**config.mk**
```make
export PLATFORM = sky130hd
export DESIGN_NAME = refresh_sequencer
export DESIGN_NICKNAME = d
export VERILOG_FILES = /design/src/rtl/rfsh_pkg.sv /design/src/rtl/rfsh_prescaler.sv /design/src/rtl/rfsh_interval.sv /design/src/rtl/rfsh_channel.sv /design/src/rtl/rfsh_addr_ctr.sv /design/src/rtl/refresh_sequencer.sv
export SDC_FILE = /design/constraint.sdc
export NUM_CORES = 1
export LEC_CHECK = 0
export CORE_MARGIN = 1.5
export CORE_UTILIZATION = 49
export DETAILED_ROUTE_END_ITERATION = 7
export HOLD_SLACK_MARGIN = 0.02
export PLACE_DENSITY = 0.81
export SYNTH_ARGS = -nofsm -noshare
export SYNTH_HDL_FRONTEND = slang
export SYNTH_HIERARCHICAL = 1
export SYNTH_SLANG_ARGS = --single-unit
```
**constraint.sdc**
```tcl
create_clock -name clk -period 2.13 [get_ports clk]
set_input_delay 0.3195 -clock clk [delete_from_list [all_inputs] [get_ports clk]]
set_output_delay 0.3195 -clock clk [all_outputs]
set_load 0.01 [all_outputs]
```
**src/rtl/rfsh_pkg.sv**
```systemverilog
package rfsh_pkg;

    // Refresh channel states
    typedef enum logic [1:0] {
        ST_IDLE    = 2'd0,
        ST_REQUEST = 2'd1,
        ST_STEAL   = 2'd2
    } rfsh_state_t;

endpackage

```
**src/rtl/rfsh_prescaler.sv**
```systemverilog
module rfsh_prescaler #(
    parameter int PRESCALE = 4
) (
    input  logic clk,
    input  logic rst_n,
    input  logic run,
    output logic pre_tick
);
    localparam int PW = (PRESCALE > 1) ? $clog2(PRESCALE) : 1;

    generate
        if (PRESCALE == 1) begin : g_bypass
            assign pre_tick = run;
        end else begin : g_count
            logic [PW-1:0] pre_cnt;

            always_ff @(posedge clk) begin
                if (!rst_n || !run) begin
                    pre_cnt <= '0;
                end else if (pre_cnt == PW'(PRESCALE - 1)) begin
                    pre_cnt <= '0;
                end else begin
                    pre_cnt <= pre_cnt + 1'b1;
                end
            end

            assign pre_tick = run && (pre_cnt == PW'(PRESCALE - 1));
        end
    endgenerate
endmodule

```
**src/rtl/rfsh_interval.sv**
```systemverilog
module rfsh_interval #(
    parameter int DIV_W       = 16,
    parameter int DEFAULT_DIV = 18
) (
    input  logic             clk,
    input  logic             rst_n,
    input  logic             run,
    input  logic             pre_tick,
    input  logic             div_wr,
    input  logic [DIV_W-1:0] div_data,
    output logic             term_tick
);
    logic [DIV_W-1:0] pending_div;
    logic [DIV_W-1:0] div_cnt;

    // Divisor staging register: zero is used as one
    always_ff @(posedge clk) begin
        if (!rst_n) begin
            pending_div <= DIV_W'(DEFAULT_DIV);
        end else if (div_wr) begin
            pending_div <= (div_data == '0) ? DIV_W'(1) : div_data;
        end
    end

    // Down counter; reloads only at terminal count or while stopped
    always_ff @(posedge clk) begin
        if (!rst_n) begin
            div_cnt <= DIV_W'(DEFAULT_DIV);
        end else if (!run) begin
            div_cnt <= pending_div;
        end else if (pre_tick) begin
            if (div_cnt <= DIV_W'(1)) begin
                div_cnt <= pending_div;
            end else begin
                div_cnt <= div_cnt - 1'b1;
            end
        end
    end

    assign term_tick = run && pre_tick && (div_cnt <= DIV_W'(1));
endmodule

```
**src/rtl/rfsh_channel.sv**
```systemverilog
module rfsh_channel
    import rfsh_pkg::*;
#(
    parameter int HOLD_CYCLES = 4
) (
    input  logic clk,
    input  logic rst_n,
    input  logic term_tick,
    input  logic bus_grant,
    output logic bus_req,
    output logic hold_active,
    output logic rd_strobe,
    output logic overrun
);
    localparam int HC_W = (HOLD_CYCLES > 1) ? $clog2(HOLD_CYCLES) : 1;

    rfsh_state_t     state, state_nxt;
    logic [HC_W-1:0] hold_cnt;
    logic            overrun_q;
    logic            window_done;

    assign window_done = (hold_cnt == HC_W'(HOLD_CYCLES - 1));

    // Next-state decode
    always_comb begin
        state_nxt = state;
        unique case (state)
            ST_IDLE:    if (term_tick)   state_nxt = ST_REQUEST;
            ST_REQUEST: if (bus_grant)   state_nxt = ST_STEAL;
            ST_STEAL:   if (window_done) state_nxt = ST_IDLE;
            default:                     state_nxt = ST_IDLE;
        endcase
    end

    // State register
    always_ff @(posedge clk) begin
        if (!rst_n) begin
            state <= ST_IDLE;
        end else begin
            state <= state_nxt;
        end
    end

    // Window counter and dropped-tick flag
    always_ff @(posedge clk) begin
        if (!rst_n) begin
            hold_cnt  <= '0;
            overrun_q <= 1'b0;
        end else begin
            overrun_q <= term_tick && (state != ST_IDLE);
            if (state == ST_STEAL && !window_done) begin
                hold_cnt <= hold_cnt + 1'b1;
            end else begin
                hold_cnt <= '0;
            end
        end
    end

    // Outputs
    always_comb begin
        bus_req     = 1'b0;
        hold_active = 1'b0;
        rd_strobe   = 1'b0;
        unique case (state)
            ST_IDLE: ;
            ST_REQUEST: bus_req = 1'b1;
            ST_STEAL: begin
                bus_req     = 1'b1;
                hold_active = 1'b1;
                rd_strobe   = (hold_cnt == '0);
            end
            default: ;
        endcase
        overrun = overrun_q;
    end
endmodule

```
**src/rtl/rfsh_addr_ctr.sv**
```systemverilog
module rfsh_addr_ctr #(
    parameter int ADDR_W = 16
) (
    input  logic              clk,
    input  logic              rst_n,
    input  logic              advance,
    output logic [ADDR_W-1:0] addr
);
    // Natural binary wrap from all-ones to zero
    always_ff @(posedge clk) begin
        if (!rst_n) begin
            addr <= '0;
        end else if (advance) begin
            addr <= addr + 1'b1;
        end
    end
endmodule

```
**src/rtl/refresh_sequencer.sv**
```systemverilog
module refresh_sequencer #(
    parameter int PRESCALE    = 4,
    parameter int DIV_W       = 16,
    parameter int DEFAULT_DIV = 18,
    parameter int HOLD_CYCLES = 4,
    parameter int ADDR_W      = 16
) (
    input  logic              clk,
    input  logic              rst_n,
    input  logic              enable,
    input  logic              div_wr,
    input  logic [DIV_W-1:0]  div_data,
    input  logic              bus_grant,
    output logic              bus_req,
    output logic              hold_active,
    output logic              rd_strobe,
    output logic [ADDR_W-1:0] rfsh_addr,
    output logic              overrun
);
    logic pre_tick;
    logic term_tick;

    rfsh_prescaler #(.PRESCALE(PRESCALE)) u_pre (
        .clk      (clk),
        .rst_n    (rst_n),
        .run      (enable),
        .pre_tick (pre_tick)
    );

    rfsh_interval #(.DIV_W(DIV_W), .DEFAULT_DIV(DEFAULT_DIV)) u_ivl (
        .clk       (clk),
        .rst_n     (rst_n),
        .run       (enable),
        .pre_tick  (pre_tick),
        .div_wr    (div_wr),
        .div_data  (div_data),
        .term_tick (term_tick)
    );

    rfsh_channel #(.HOLD_CYCLES(HOLD_CYCLES)) u_chan (
        .clk         (clk),
        .rst_n       (rst_n),
        .term_tick   (term_tick),
        .bus_grant   (bus_grant),
        .bus_req     (bus_req),
        .hold_active (hold_active),
        .rd_strobe   (rd_strobe),
        .overrun     (overrun)
    );

    rfsh_addr_ctr #(.ADDR_W(ADDR_W)) u_addr (
        .clk     (clk),
        .rst_n   (rst_n),
        .advance (rd_strobe),
        .addr    (rfsh_addr)
    );
endmodule

```
# Word-level counts from Yosys, hierarchy flattened
# Cells that the tools add are included.
[totals]
inputBits = 21
output_inout_bits = 20
regBits = 55
word_cells = 48
[op_classes]
n_reduce_logical = 17
add_sub_neg = 4
magnitude_cmp = 1
n_mux = 11
eq_ne = 8
[ops]
columns = ["operator", "n"]
rows = [
  ["16-bit 2-to-1 mux", 4],
  ["16-bit by 1-bit adder with 16-bit output (second input constant)", 1],
  ["16-bit by 1-bit <= comparator with 1-bit output (second input constant)", 1],
  ["16-bit zero test", 1],
  ["16-bit by 1-bit subtractor with 16-bit output (second input constant)", 1],
  ["2-bit == test (second input constant)", 3],
  ["2-bit 2-to-1 mux", 3],
  ["2-bit by 1-bit inequality test with 1-bit output (second input constant)", 3],
  ["2-bit case mux with 3 select lines", 1],
  ["1-bit logical AND", 5],
  ["2-bit by 1-bit adder with 2-bit output (second input constant)", 2],
  ["2-bit zero test", 2],
  ["2-bit OR reduction", 2],
  ["1-bit zero test", 3],
  ["1-bit 2-to-1 mux", 3],
  ["3-bit AND reduction", 1],
  ["2-bit by 1-bit == test with 1-bit output (second input constant)", 1],
  ["2-bit inequality test (second input constant)", 1],
  ["2-bit AND reduction", 1],
  ["2-bit nonzero test", 1],
  ["1-bit logical OR", 1],
]

# Longest topological paths before layout
# Gate-level depths: netlist of the first run.
[logic_depth]
ltp_word = 6
ltp_mapped = 8
depth_no_buf = 8

# Cells and area by module
# Netlist of the first run, hierarchy kept.
[by_module_without_submodules]
columns = ["mod", "seq_area_each_um2", "area_per_inst_um2", "n_inst", "cells_per_inst"]
rows = [
  ["rfsh_interval", 640.6, 1745.4, 1, 204],
  ["rfsh_addr_ctr", 320.3, 744.5, 1, 83],
  ["rfsh_channel", 100.1, 276.5, 1, 28],
  ["rfsh_prescaler", 40.0, 83.8, 1, 6],
]

# Worst setup path after synthesis of the first run
# No wires, ideal clock.
[synth_timing]
path_kind = "flip-flop to flip-flop"
from = "register u_ivl.div_cnt[2]"
to = "register u_chan.state[1]"
t_arrival_ns = 2.019
stages_incl_launch_ff = 7
setup_ns = 0.118
required_time_ns = 2.012
n_path_buf = 0
period_less_slack_ns = 2.137
path_slack_ns = -0.007
path_cell_list = "dfxtp_1 -> or4_4 -> or4_4 -> nor3_1 -> inv_1 -> a211o_1 -> mux2i_1"
[synth_via]
elab_chain_len = 4
[synth_lines]
columns = ["item", "line", "rtl"]
rows = [
  ["from (decl)", "rfsh_interval.sv:14", "logic [DIV_W-1:0] div_cnt;"],
  ["from (signal assigned)", "rfsh_interval.sv:28", "div_cnt <= DIV_W'(DEFAULT_DIV);"],
  ["from (signal assigned)", "rfsh_interval.sv:30", "div_cnt <= pending_div;"],
  ["from (signal assigned)", "rfsh_interval.sv:33", "div_cnt <= pending_div;"],
  ["16-bit by 1-bit <= comparator with 1-bit output", "rfsh_interval.sv:40", "assign term_tick = run && pre_tick && (div_cnt <= DIV_W'(1));"],
  ["1-bit logical AND", "rfsh_interval.sv:40", ""],
  ["net term_tick", "refresh_sequencer.sv:21", "logic term_tick;"],
  ["2-bit by 1-bit inequality test with 1-bit output (no line)", "--", ""],
  ["3-bit AND reduction (no line)", "--", ""],
  ["to (signal assigned)", "rfsh_channel.sv:40", "state <= state_nxt;"],
  ["to (decl)", "rfsh_channel.sv:17", "rfsh_state_t state, state_nxt;"],
]
# The timed path passes the listed nets, and every way through them passes these cells.
# A chain may end at the register's enable or synchronous reset.

# Worst setup path in the final report of the first run
# Same ends and word-level chain as after synthesis.

==> results.sh, run 1 <==
export IMPL_setup_slack_ns=0.0409
export IMPL_placeableCoreArea_um2=5570
export IMPL_crit_required_ns=2.33
export IMPL_final_common_cell="dfxtp_1"
export IMPL_dr_pass1_iters=4
export IMPL_cts_made_buffers=5
export IMPL_end_kind="register"
export IMPL_portBuffers=40
export IMPL_drc=0
export IMPL_diodes=0
export IMPL_synth_edf_count=0
export IMPL_status="finished, final reports clean"
export IMPL_clk_path_buf_depth=2
export IMPL_vias=2559
export IMPL_cts_clk_slew_worst_paths_ns=0.10
export IMPL_synth_yosys_seq_area_share_pct=38.6
export IMPL_worstSetupPathType="reg2reg"
export IMPL_cts_root_buf="clkbuf_8"
export IMPL_grt_overflow=0
export IMPL_nets=410
export IMPL_layout_drive_gt1_share_pct=18.1
export IMPL_critPathMostFrequentCell="or4_4"
export IMPL_skew_ns=0.00820
export IMPL_p_leak_nw=1.37
export IMPL_report_power_total_mw=1.99
export IMPL_r2r_start="u_ivl/div_cnt[2]"
export IMPL_period_needed_ns=2.09
export IMPL_clk_latency_ns=0.31
export IMPL_dieArea_um2=6280
export IMPL_num_rows=27
export IMPL_setup_viol=0
export IMPL_max_vdd_ir_drop_mv=0.485
export IMPL_final_cell_mix="53 x dfxtp_1, 40 x clkdlybuf4s50_1, 36 x nor2_1"
export IMPL_antenna_left=0
export IMPL_grt_max_degree=27
export IMPL_wl_per_cell_um=14.9
export IMPL_hold_buffers=0
export IMPL_via_per_inst=5.65
export IMPL_fmax_mhz=479
export IMPL_hp_class="reg2reg"
export IMPL_drt_iter0_drc=126
export IMPL_ys_ff_latch=55
export IMPL_io_pins=41
export IMPL_routed_wl_mm=6.75
export IMPL_drv_cap=0
export IMPL_start_util_pct=51.1
export IMPL_synth_cells=321
export IMPL_cts_tree="done"
export IMPL_syn_area_um2=2850
export IMPL_die_y_um=79.3
export IMPL_antenna_found_initial=0
export IMPL_cp_cell_sequence="or4_4 -> or4_4 -> nor3_4 -> inv_1 -> a211o_1 -> mux2i_1"
export IMPL_h_tree_depth=2
export IMPL_reg2reg_to="u_chan/state[1]"
export IMPL_placed_cells=445
export IMPL_rrSetupSlack_ns=0.04
export IMPL_preCtsSetupSlack_ns=0.0402
export IMPL_finalMaxSlewViolations=0
export IMPL_rr_worst_depth=6
export IMPL_synthFlopType="dfxtp_1"
export IMPL_fill_cells=468
export IMPL_relSlewSlack_pct=69.3
export IMPL_grt_pass1_wl_mm=12.0
export IMPL_rsz0062_at_grt="yes"
export IMPL_period_share_pct=98.1
export IMPL_stdcell_count=453
export IMPL_whs_ns=0.488
export IMPL_arrival_ns=2.29
export IMPL_synthToLayoutAreaGrowth_pct=27.0
export IMPL_finalHoldViolCount=0
export IMPL_synthArstFlopShare_pct=0
export IMPL_syn_nets=351
export IMPL_worst_pin_slew_ns=0.454
export IMPL_slowest_delay_ns=0.53
export IMPL_crit_fanout=3
export IMPL_grtUsageTotal_pct=23.9
export IMPL_clock_sinks=55
export IMPL_grt_pass1_vias=2573
export IMPL_hold_path_end="u_addr/addr[15]"
export IMPL_cts_setup_buffers=0
export IMPL_place_congestion=0.914
export IMPL_slowest_stage="or4_4"
export IMPL_hold_path_depth=2
export IMPL_min_from="u_addr/addr[15]"
export IMPL_critPathLaunchType="register"
export IMPL_ys_warn_count=6
export IMPL_avgSynthCellArea_um2=8.88
export IMPL_powerDensity_nw_per_um2=550
export IMPL_hpwl_mm=5.06
export IMPL_die_w_um=79.3
export IMPL_yosysUniqueCellTypes=67
-- flip-flops by register name, indices dropped and copies added, names as in the netlist --
| name | cells |
|---|---|
| u_pre/g_count.pre_cnt | 2 |
| u_chan/hold_cnt | 2 |
| u_chan/overrun | 1 |
| u_addr/addr | 16 |
| u_ivl/pending_div | 16 |
| u_chan/state | 2 |
| u_ivl/div_cnt | 16 |
-- metal layers --
metal / up-vias / GRT usage [%] / share of wire [%]
met5: - / 0 / 0
met4: 0 / 7.89 / 1.5
met3: 11 / 3.56 / 4.8
met2: 87 / 41.3 / 48
met1: 1179 / 30.5 / 46
li1: 1282 / - / -
-- repair_timing --
| action | in CTS | in global routing |
|---|---|---|
| setup endpoints to repair | 0 | 10 |
| gates resized for setup | 0 | 9 |
| endpoints found under the hold margin | 0 | 0 |
-- cell type report --
| cell class | instances | area, um^2 | area share, % |
|---|---|---|---|
| clock buffer | 8 | 100 | 2.77 |
| multi-input combinational | 239 | 1690 | 46.6 |
| sequential | 55 | 1100 | 30.5 |
| inverter | 14 | 52.6 | 1.45 |
| tap | 72 | 90.1 | 2.49 |
| timing repair buffer | 65 | 588 | 16.2 |
-- Yosys cell counts (5+ instances only) --
library cell / instances / area (um^2)
nor4_1: 6 / 37.5
nand3_1: 11 / 55.1
nor3_1: 12 / 60.1
a21oi_1: 12 / 60.1
o21ai_0: 9 / 45.0
mux2i_1: 22 / 220
clkbuf_1: 8 / 30.0
inv_1: 14 / 52.6
nor2_1: 36 / 135
a31oi_1: 7 / 43.8
nand4_1: 5 / 31.3
or4_1: 5 / 37.5
dfxtp_1: 55 / 1100
nand2_1: 28 / 105
xnor2_1: 6 / 52.6
ha_1: 9 / 113
-- logic make-up after synthesis --
kind of cell	after synthesis	share of synthesized area, %
xor gates and xnor gates	10	3.07
muxes	23	8.12
buffers and inverters	27	3.78
DFF	55	38.6
AOI/OAI and AO/OA	56	14.0
adders and majority gates	9	3.95
and+or+nand+nor	141	28.5
-- critical path, delay by kind of cell (launching register included) --
family	cells	cell delay, ns
compound gates	1	0.30
buf+inv	1	0.08
flops	1	0.33
mux	1	0.12
simple gates	3	1.16
-- stage by stage --
step	util, %	setup TNS (ns)	cell area, um^2
after detailed placement	62.4	0	3480
after floorplan	-	0	2860
after CTS	64.2	0	3580
final	64.9	0	3620
after global placement	62.4	0	3480
after global routing	64.9	-0.0597	3620
-- where the power goes --
group	internal, mW	switching [mW]	total [mW]	leakage (nW)
clock network	0.298	0.330	0.628	0.0515
registers	1.06	0.0302	1.09	0.449
logic	0.132	0.139	0.271	0.870
-- worst max-delay path by stage --
stage | start | endpoint | slack [ns] | cells past startpoint
6_report | u_ivl/div_cnt[2] | u_chan/state[1] | 0.04 | 6
3_3_place_gp | u_ivl/div_cnt[0] | u_ivl/div_cnt[6] | 0.08 | 6
2_1_floorplan | u_ivl/div_cnt[0] | u_ivl/div_cnt[6] | 0.02 | 7
5_1_grt | u_ivl/div_cnt[2] | u_chan/state[1] | -0.02 | 6
4_1_cts | u_ivl/div_cnt[2] | u_chan/state[1] | 0.03 | 6
3_5_place_dp | enable | u_ivl/div_cnt[8] | 0.04 | 7
(Power assumes the default switching activity.)
==> inputs of run 2 (changes only) <==
--- a/config.mk
+++ b/config.mk
@@ -6,10 +6,12 @@
 export NUM_CORES = 1
 export LEC_CHECK = 0
 export CORE_MARGIN = 1.5
-export CORE_UTILIZATION = 49
+export CORE_UTILIZATION = 51
+export CTS_BUF_LIST = sky130_fd_sc_hd__clkbuf_8
+export CTS_CLUSTER_DIAMETER = 200
 export DETAILED_ROUTE_END_ITERATION = 7
 export HOLD_SLACK_MARGIN = 0.02
-export PLACE_DENSITY = 0.81
+export PLACE_DENSITY = 0.83
 export SYNTH_ARGS = -nofsm -noshare
 export SYNTH_HDL_FRONTEND = slang
 export SYNTH_HIERARCHICAL = 1
==> run 2 against run 1 <==
Compared with the run above:
- core utilization up 1.4 points
- worst setup slack lost 0.0019 ns
- critical path type unchanged
- highest routed layer unchanged
- critical path depth stayed put
- first-iteration DRC count is 19% higher
- count of clock-buffer cells in the layout down 3
==> results.sh, run 2 (synthesis results as in run 1) <==
export IMPL_antenna_left=0
export IMPL_place_congestion=0.961
export IMPL_final_common_cell="dfxtp_1"
export IMPL_reg_top3="u_addr/addr: 16 flops, u_ivl/div_cnt: 16 flops, u_ivl/pending_div: 16 flops"
export IMPL_critPathLaunchType="register"
export IMPL_clockPowerShare_pct=28.0
export IMPL_portBuffers=40
export IMPL_grt_pass1_wl_mm=11.7
export IMPL_via_per_inst=5.79
export IMPL_fill_cells=440
export IMPL_layout_drive_gt1_share_pct=17.8
export IMPL_arrival_ns=2.33
export IMPL_hp_class="reg2reg"
export IMPL_placeableCoreArea_um2=5440
export IMPL_start_util_pct=52.4
export IMPL_io_pins=41
export IMPL_grt_use_met1_pct=30.7
export IMPL_status="finished, final reports clean"
export IMPL_h_tree_depth=2
export IMPL_cellInternalPower_mw=1.41
export IMPL_grt_overflow=0
export IMPL_clk_path_buf_depth=2
export IMPL_die_w_um=77.8
export IMPL_clock_sinks=55
export IMPL_pwr_share_comb_pct=14.4
export IMPL_drt_iter0_drc=150
export IMPL_end_kind="register"
export IMPL_fin_util_pct=66.3
export IMPL_r2r_start="u_ivl/div_cnt[0]"
export IMPL_hold_buffers=0
export IMPL_synthToLayoutAreaGrowth_pct=26.6
export IMPL_powerDensity_nw_per_um2=526
export IMPL_drc=0
export IMPL_grtUsageTotal_pct=24.0
export IMPL_period_needed_ns=2.09
export IMPL_nets=413
export IMPL_cts_clk_slew_worst_paths_ns=0.09
export IMPL_report_power_total_mw=1.90
export IMPL_worstSetupPathType="reg2reg"
export IMPL_crit_fanout=5
export IMPL_startpoint="u_ivl/div_cnt[0]"
export IMPL_skew_ns=0.00437
export IMPL_cts_tree="done"
export IMPL_switchingPower_mw=0.485
export IMPL_crit_required_ns=2.37
export IMPL_cts_setup_buffers=0
export IMPL_worst_pin_slew_ns=0.426
export IMPL_finalHoldViolCount=0
export IMPL_period_share_pct=98.2
export IMPL_setup_tns_ns=0
export IMPL_cts_made_buffers=5
export IMPL_grt_pass1_vias=2510
export IMPL_swShare_pct=25.5
export IMPL_busiest_layer="met2"
export IMPL_min_from="u_addr/addr[15]"
export IMPL_hpwl_mm=5.19
export IMPL_num_rows=27
export IMPL_setup_viol=0
export IMPL_cts_root_buf="clkbuf_8"
export IMPL_max_vdd_ir_drop_mv=0.531
export IMPL_grtUsageMet3_pct=3.76
export IMPL_die_y_um=77.8
export IMPL_fmax_mhz=478
export IMPL_relSlewSlack_pct=71.2
export IMPL_drv_cap=0
export IMPL_final_cell_mix="55 x dfxtp_1, 40 x clkdlybuf4s50_1, 36 x nor2_1"
export IMPL_finalMaxSlewViolations=0
export IMPL_rrSetupSlack_ns=0.04
export IMPL_antenna_found_initial=0
export IMPL_dieArea_um2=6050
export IMPL_grt_max_degree=18
export IMPL_p_leak_nw=1.38
export IMPL_clk_latency_ns=0.30
export IMPL_dr_pass1_iters=4
export IMPL_use_met2_pct=40.9
export IMPL_wl_per_cell_um=15.1
export IMPL_routed_wl_mm=6.83
export IMPL_diodes=0
export IMPL_vias=2628
export IMPL_seq_power_share_pct=57.6
[run 2: changes by cell type in the layout (fill, tap and decap cells not counted), moves of 2 or more]
cell      change
dfxtp_2       -2
clkbuf_8      -2
buf_4         +3
dfxtp_1       +2
[run 2: stage by stage]
stage | setup slack, ns | hold slack, ns | area [um^2] | cells
6_report | 0.0390 | 0.490 | 3610 | 454
5_1_grt | -0.00917 | 0.526 | 3610 | 454
4_1_cts | 0.0400 | 0.485 | 3580 | 454
3_5_place_dp | 0.0313 | 0.473 | 3500 | 448
3_3_place_gp | 0.0810 | 0.461 | 3500 | 448
2_1_floorplan | 0.0159 | 0.440 | 2860 | 321
[run 2: power by group through the flow]
stage | Combinational (mW) | Sequential, mW | Clock (mW)
final | 0.274 | 1.09 | 0.532
after global routing | 0.301 | 1.10 | 0.590
after CTS | 0.266 | 1.09 | 0.548
after detailed placement | 0.265 | 1.12 | 0
after global placement | 0.261 | 1.12 | 0
after floorplan | 0.150 | 1.11 | 0
[run 2: worst max-delay path, cell delays in order, from the launching register on]
cell     delay (ns)
dfxtp_1        0.34
inv_2          0.09
ha_4           0.15
or3b_1         0.37
or3_4          0.38
or4_1          0.54
a31oi_1        0.17
[run 2: layout make-up]
class	instances	area, um^2	share of cell area (%)
sequential	55	1100	30.5
timing repair buffer	68	611	16.9
clock buffer	5	68.8	1.91
clock inverter	1	3.75	0.104
tap	72	90.1	2.50
multi-input combinational	239	1680	46.6
inverter	14	52.6	1.46
[run 2: repair_timing]
action                                  in CTS  in global routing
hold endpoints to repair                     0                  0
resized for setup                            0                  8
endpoints found under the setup margin       0                  7
[run 2: metal layers]
layer	share of wire [%]	wire length, um
met1	45	3060
met2	48	3300
met3	5.4	370
met4	1.5	102
met5	0	0
[run 2: worst paths after layout]
check                           depth (start not counted)                to
worst max-delay path                                    6  u_ivl/div_cnt[6]
worst min-delay path                                    2   u_addr/addr[15]
worst max register to register                          6  u_ivl/div_cnt[6]
worst min register to register                          2   u_addr/addr[15]
